$ cat config.mk
export PLATFORM = sky130hd
export DESIGN_NAME = irq_prio_core
export DESIGN_NICKNAME = d
export VERILOG_FILES = /design/src/rtl/irq_prio_pkg.sv /design/src/rtl/irq_sync.sv /design/src/rtl/irq_first_set.sv /design/src/rtl/irq_prio_core.sv
export SDC_FILE = /design/constraint.sdc
export NUM_CORES = 1
export LEC_CHECK = 0
export CORE_MARGIN = 5
export CORE_UTILIZATION = 51
export DETAILED_ROUTE_END_ITERATION = 16
export PLACE_DENSITY_LB_ADDON = 0.3
export SYNTH_ARGS = -nofsm -noshare
export SYNTH_HDL_FRONTEND = slang
export SYNTH_HIERARCHICAL = 1
export SYNTH_SLANG_ARGS = --single-unit
export TNS_END_PERCENT = 5
$ cat constraint.sdc
create_clock -name clk -period 2.88 [get_ports clk]
set_input_delay 0.432 -clock clk [delete_from_list [all_inputs] [get_ports clk]]
set_output_delay 0.432 -clock clk [all_outputs]
set_load 0.05 [all_outputs]
$ cat src/rtl/irq_prio_pkg.sv
package irq_prio_pkg;

    // Acknowledge handshake position
    typedef enum logic [1:0] {
        PH_IDLE  = 2'd0,
        PH_GAP   = 2'd1,
        PH_DRIVE = 2'd2
    } ack_phase_e;

endpackage

$ cat src/rtl/irq_sync.sv
module irq_sync #(
    parameter int WIDTH  = 1,
    parameter int STAGES = 2
) (
    input  logic             clk,
    input  logic             rst_n,
    input  logic [WIDTH-1:0] d_i,
    output logic [WIDTH-1:0] q_o
);

    logic [WIDTH-1:0] stage_q [STAGES];

    for (genvar s = 0; s < STAGES; s++) begin : g_stage
        if (s == 0) begin : g_first
            always_ff @(posedge clk or negedge rst_n) begin
                if (!rst_n) stage_q[s] <= '0;
                else        stage_q[s] <= d_i;
            end
        end else begin : g_next
            always_ff @(posedge clk or negedge rst_n) begin
                if (!rst_n) stage_q[s] <= '0;
                else        stage_q[s] <= stage_q[s-1];
            end
        end
    end

    assign q_o = stage_q[STAGES-1];

endmodule

$ cat src/rtl/irq_first_set.sv
module irq_first_set #(
    parameter int N     = 8,
    parameter int IDX_W = $clog2(N)
) (
    input  logic [N-1:0]     vec_i,
    output logic             valid_o,
    output logic [IDX_W-1:0] idx_o
);

    // Lowest index wins
    always_comb begin
        idx_o = '0;
        for (int i = N - 1; i >= 0; i--) begin
            if (vec_i[i]) idx_o = IDX_W'(i);
        end
    end

    assign valid_o = |vec_i;

endmodule

$ cat src/rtl/irq_prio_core.sv
module irq_prio_core
    import irq_prio_pkg::*;
#(
    parameter int NUM_LEVELS  = 8,
    parameter int VEC_W       = 8,
    parameter int SYNC_STAGES = 2
) (
    input  logic                                  clk,
    input  logic                                  rst_n,
    input  logic [NUM_LEVELS-1:0]                 irq_i,
    input  logic                                  ack_i,
    input  logic [NUM_LEVELS-1:0]                 mask_i,
    input  logic [VEC_W-$clog2(NUM_LEVELS)-1:0]   vec_base_i,
    input  logic                                  auto_eoi_i,
    input  logic                                  eoi_i,
    output logic                                  int_o,
    output logic [VEC_W-1:0]                      vec_o,
    output logic                                  vec_oe_o,
    output logic [NUM_LEVELS-1:0]                 isr_o
);

    localparam int LVL_W  = $clog2(NUM_LEVELS);
    localparam int BASE_W = VEC_W - LVL_W;
    localparam logic [LVL_W-1:0]      DEF_LVL = LVL_W'(NUM_LEVELS - 1);
    localparam logic [NUM_LEVELS-1:0] ONE_HOT = NUM_LEVELS'(1);

    typedef struct packed {
        logic [NUM_LEVELS-1:0] irr;
        logic [NUM_LEVELS-1:0] isr;
        logic [NUM_LEVELS-1:0] req_prev;
        logic                  ack_prev;
        ack_phase_e            phase;
        logic [LVL_W-1:0]      lvl;
        logic                  spur;
        logic                  intr;
    } core_st_t;

    core_st_t st_d, st_q;

    // Synchronized inputs
    logic [NUM_LEVELS-1:0] req_s;
    logic                  ack_s;

    irq_sync #(
        .WIDTH  (NUM_LEVELS + 1),
        .STAGES (SYNC_STAGES)
    ) sync_i (
        .clk   (clk),
        .rst_n (rst_n),
        .d_i   ({ack_i, irq_i}),
        .q_o   ({ack_s, req_s})
    );

    // Priority resolution over pending and in-service sets
    logic [NUM_LEVELS-1:0] eligible;
    logic                  win_v;
    logic [LVL_W-1:0]      win_idx;
    logic                  svc_v;
    logic [LVL_W-1:0]      svc_idx;

    assign eligible = st_q.irr & ~mask_i;

    irq_first_set #(.N(NUM_LEVELS), .IDX_W(LVL_W)) req_pick_i (
        .vec_i   (eligible),
        .valid_o (win_v),
        .idx_o   (win_idx)
    );

    irq_first_set #(.N(NUM_LEVELS), .IDX_W(LVL_W)) svc_pick_i (
        .vec_i   (st_q.isr),
        .valid_o (svc_v),
        .idx_o   (svc_idx)
    );

    logic ack_rise, ack_fall;
    logic first_pulse, second_pulse, end_pulse;
    logic raise;

    assign ack_rise     = ack_s & ~st_q.ack_prev;
    assign ack_fall     = ~ack_s & st_q.ack_prev;
    assign first_pulse  = ack_rise && (st_q.phase == PH_IDLE);
    assign second_pulse = ack_rise && (st_q.phase == PH_GAP);
    assign end_pulse    = ack_fall && (st_q.phase == PH_DRIVE);
    assign raise        = win_v && (!svc_v || (win_idx < svc_idx));

    logic [NUM_LEVELS-1:0] set_vec, clr_vec, irr_nx;

    always_comb begin
        st_d          = st_q;
        st_d.req_prev = req_s;
        st_d.ack_prev = ack_s;
        set_vec       = '0;
        clr_vec       = '0;
        // Edge sets pending; a dropped line withdraws it
        irr_nx        = (st_q.irr | (req_s & ~st_q.req_prev)) & req_s;

        if (first_pulse) begin
            st_d.phase = PH_GAP;
            if (win_v) begin
                st_d.lvl  = win_idx;
                st_d.spur = 1'b0;
                set_vec   = ONE_HOT << win_idx;
            end else begin
                st_d.lvl  = DEF_LVL;
                st_d.spur = 1'b1;
            end
        end else if (second_pulse) begin
            st_d.phase = PH_DRIVE;
        end

        if (end_pulse) begin
            st_d.phase = PH_IDLE;
            st_d.intr  = 1'b0;
            if (auto_eoi_i && !st_q.spur) begin
                clr_vec = ONE_HOT << st_q.lvl;
            end
        end else if ((st_q.phase == PH_IDLE) && !first_pulse) begin
            st_d.intr = raise;
        end

        if (eoi_i && svc_v) begin
            clr_vec = clr_vec | (ONE_HOT << svc_idx);
        end

        st_d.irr = irr_nx & ~set_vec;
        st_d.isr = (st_q.isr | set_vec) & ~clr_vec;
    end

    always_ff @(posedge clk or negedge rst_n) begin
        if (!rst_n) st_q <= '0;
        else        st_q <= st_d;
    end

    assign int_o    = st_q.intr;
    assign vec_oe_o = (st_q.phase == PH_DRIVE);
    assign vec_o    = vec_oe_o ? {vec_base_i[BASE_W-1:0], st_q.lvl} : '0;
    assign isr_o    = st_q.isr;

endmodule

==> out/metrics.csv <==
metric;value;unit
drv_slew;0;
grtUsageMet3;0.0438;
synth-compound-area-share;0.151;
coreArea;0.00429;sq mm
place.gp.congestion;0.839;
fin_crit_sh;0.906;
drc;0;
r2r_cells;8;
port_buffers;43;
outcome;finished clean;
first_global_vias;1552;
synth_xor_area_frac;0;
cts.clk_slew.worst_paths;0.09;ns
drt-wirelength-per-cell;14.6;microns
irDropWorstVdd;0.487;mV
synth_fa_ha_area_frac;0.0113;
yosysTopAreaCell;dfrtp_1;
place_hpwl;3340;microns
antenna_found_initial;0;
hp-class;in -> async;
finalNetCount;271;
critPathArrivalTime;2.18;ns
ios;44;
ys_top_cells_by_count;50 x dfrtp_1, 19 x nor2_1, 17 x buf_4;
power;2650;uW
synth_nets;238;
cts_tree;yes;
r2r-end;int_o;
start_util;0.516;
netlist_instances;210;
ys.warnings.count;6;
grt_max_degree;27;
grt_overflow_total;0;
synth_edf_count;0;
grt_busiest_layer;met2;
finClkSkew;0.00491;ns
h-tree-depth;2;
drtIter0Drc;107;
synth_flop_cell;dfrtp_1;
rrSetupSlack;0.69;ns
netlist_area;0.00222;sq mm
synth_top_cell_area_share;0.565;
fill_cells;393;
r2r-start;isr_o[4];
p_leak;0.00116;uW
synth_simple_gate_area_share;0.180;
cts-root-buf;clkbuf_8;
drive_above_1_share;0.0820;
ant_nets;0;
yosys.cell_count.top_type;dfrtp_1;
grtUsageMet2;0.245;
synthTopCellsByArea;dfrtp_1 56%, buf_4 5.8%, nor2b_1 3.7%;
avgSynthCellArea;10.6;sq um
rows;24;
vias;1581;
die_area;0.00576;sq mm
muxShareOfSynthArea;0;
diodes;0;
worst_setup_path_start_kind;flip-flop;
grt_usage;0.155;
max_cap_violations;0;
viasPerCell;5.34;
clockBufferDepth;2;
slew-limit-headroom;0.523;
die_x;75.9;microns
use_met1;0.210;
drt_wl_total;4330;microns
tightest_slew;0.709;ns
rsz0062_at_grt;false;
worstPathRequired;2.45;ns
ys_ff_latch;50;
p_per_area;977;mW/mm^2
fin_crit;2.61;ns
ys_seq_area_frac;0.565;
hold_viol;0;
max_freq;0.383;GHz
firstDrtPassIters;4;
die_height;75.9;microns
clock_latency;0.30;ns
finalSetupViolCount;0;
endpoint_kind;output port;
synth_top_family_by_area;simple AND/OR/NAND/NOR gates;
cts_inserted_buffers;5;
tns;0;ns
path_class;reg -> out;
areaGrowthSynthToFinish;22.4;%
clock-sinks;50;
worstPathMaxFanout;10;
yosys.cell_types.count;34;
async_reset_ff_frac;1.00;
grt_pass1_wl;7320;microns
-- worst max-delay path, stage by stage (launching register included) --
cell	delay (ns)
dfrtp_1	0.50
nor2b_2	0.36
and2_1	0.21
clkdlybuf4s50_1	0.81
-- where the power goes --
| part | switching (uW) | internal [uW] | leakage [uW] |
|---|---|---|---|
| Sequential | 139 | 815 | 0.000604 |
| Clock | 232 | 264 | 0.0000563 |
| Combinational | 757 | 440 | 0.000499 |
-- layer usage --
| metal | wire (microns) | part of all wire |
|---|---|---|
| met3 | 197 | 0.046 |
| met1 | 1910 | 0.44 |
| met2 | 2200 | 0.51 |
| met4 | 15 | 0.0035 |
| met5 | 0 | 0 |
-- cells in the final DEF (no fill, tap or decap), drive strengths merged --
| master | count |
|---|---|
| dfrtp | 50 |
| clkdlybuf4s50 | 42 |
| nor2 | 19 |
| inv | 17 |
| a21oi | 16 |
| o21ai | 14 |
| nor2b | 13 |
| and2 | 8 |
| a211oi | 6 |
| a31oi | 6 |
| nand2 | 5 |
| nor3 | 5 |
| clkbuf | 5 |
| buf | 5 |
| nand3 | 3 |
| nor4 | 3 |
| nand3b | 2 |
| a311oi | 2 |
| nand2b | 2 |
| ha | 2 |
| a21boi | 2 |
| o21bai | 2 |
| o41ai | 2 |
| and3b | 2 |
| nor3b | 2 |
| nor4b | 1 |
| and3 | 1 |
| or4b | 1 |
| a2bb2oi | 1 |
| a211o | 1 |
| o2111ai | 1 |
| o221a | 1 |
| clkinvlp | 1 |
| bufinv | 1 |
-- worst max-delay path by stage --
stage | from | end | slack [ns] | cells past startpoint
after floorplan | mask_i[6] | int_o | 0.73 | 7
after global placement | mask_i[4] | isr_o[3] | 0.42 | 7
after detailed placement | mask_i[7] | isr_o[5] | 0.32 | 9
after CTS | st_q[6] | vec_o[2] | 0.11 | 3
after global routing | st_q[6] | vec_o[2] | 0.13 | 3
final | st_q[6] | vec_o[2] | 0.27 | 3
-- sequential cells by signal (all words and copies together), names as in the netlist --
signal / cells
st_q: 23
sync_i/q_o: 9
sync_i/stage_q: 9
int_o: 1
isr_o: 8
-- cells by family after synthesis --
logic type      count (synthesis)
simple gates                   67
flops                          50
fa+ha+maj                       2
compound gates                 54
buf+inv                        37
-- through the flow --
| step | hold WS, ns | area, sq um | utilization | setup WS (ns) | instances |
|---|---|---|---|---|---|
| 5_1_grt | 0.137 | 2710 | 0.631 | 0.128 | 296 |
| 6_report | 0.104 | 2710 | 0.631 | 0.271 | 296 |
| 2_1_floorplan | 0.136 | 2220 | - | 0.726 | 210 |
| 3_5_place_dp | 0.335 | 2590 | 0.603 | 0.322 | 288 |
| 4_1_cts | 0.111 | 2710 | 0.631 | 0.111 | 296 |
| 3_3_place_gp | 0.332 | 2590 | 0.603 | 0.417 | 288 |
-- cell type report --
type	instances	area, sq um	area share
clock buffers	5	68.8	0.0254
well taps	52	65.1	0.0240
multi-input cells	123	762	0.281
repair buffers	47	455	0.168
inverters	16	60.1	0.0222
clock inverters	3	48.8	0.0180
flip-flops and latches	50	1250	0.461
-- timing repair --
item / CTS / global route
hold buffers: 0 / 0
buffers inserted: 0 / 0
resized for setup: 0 / 1
endpoints found under the setup margin: 0 / 2
No activity file was read; power rests on OpenSTA's default activity.
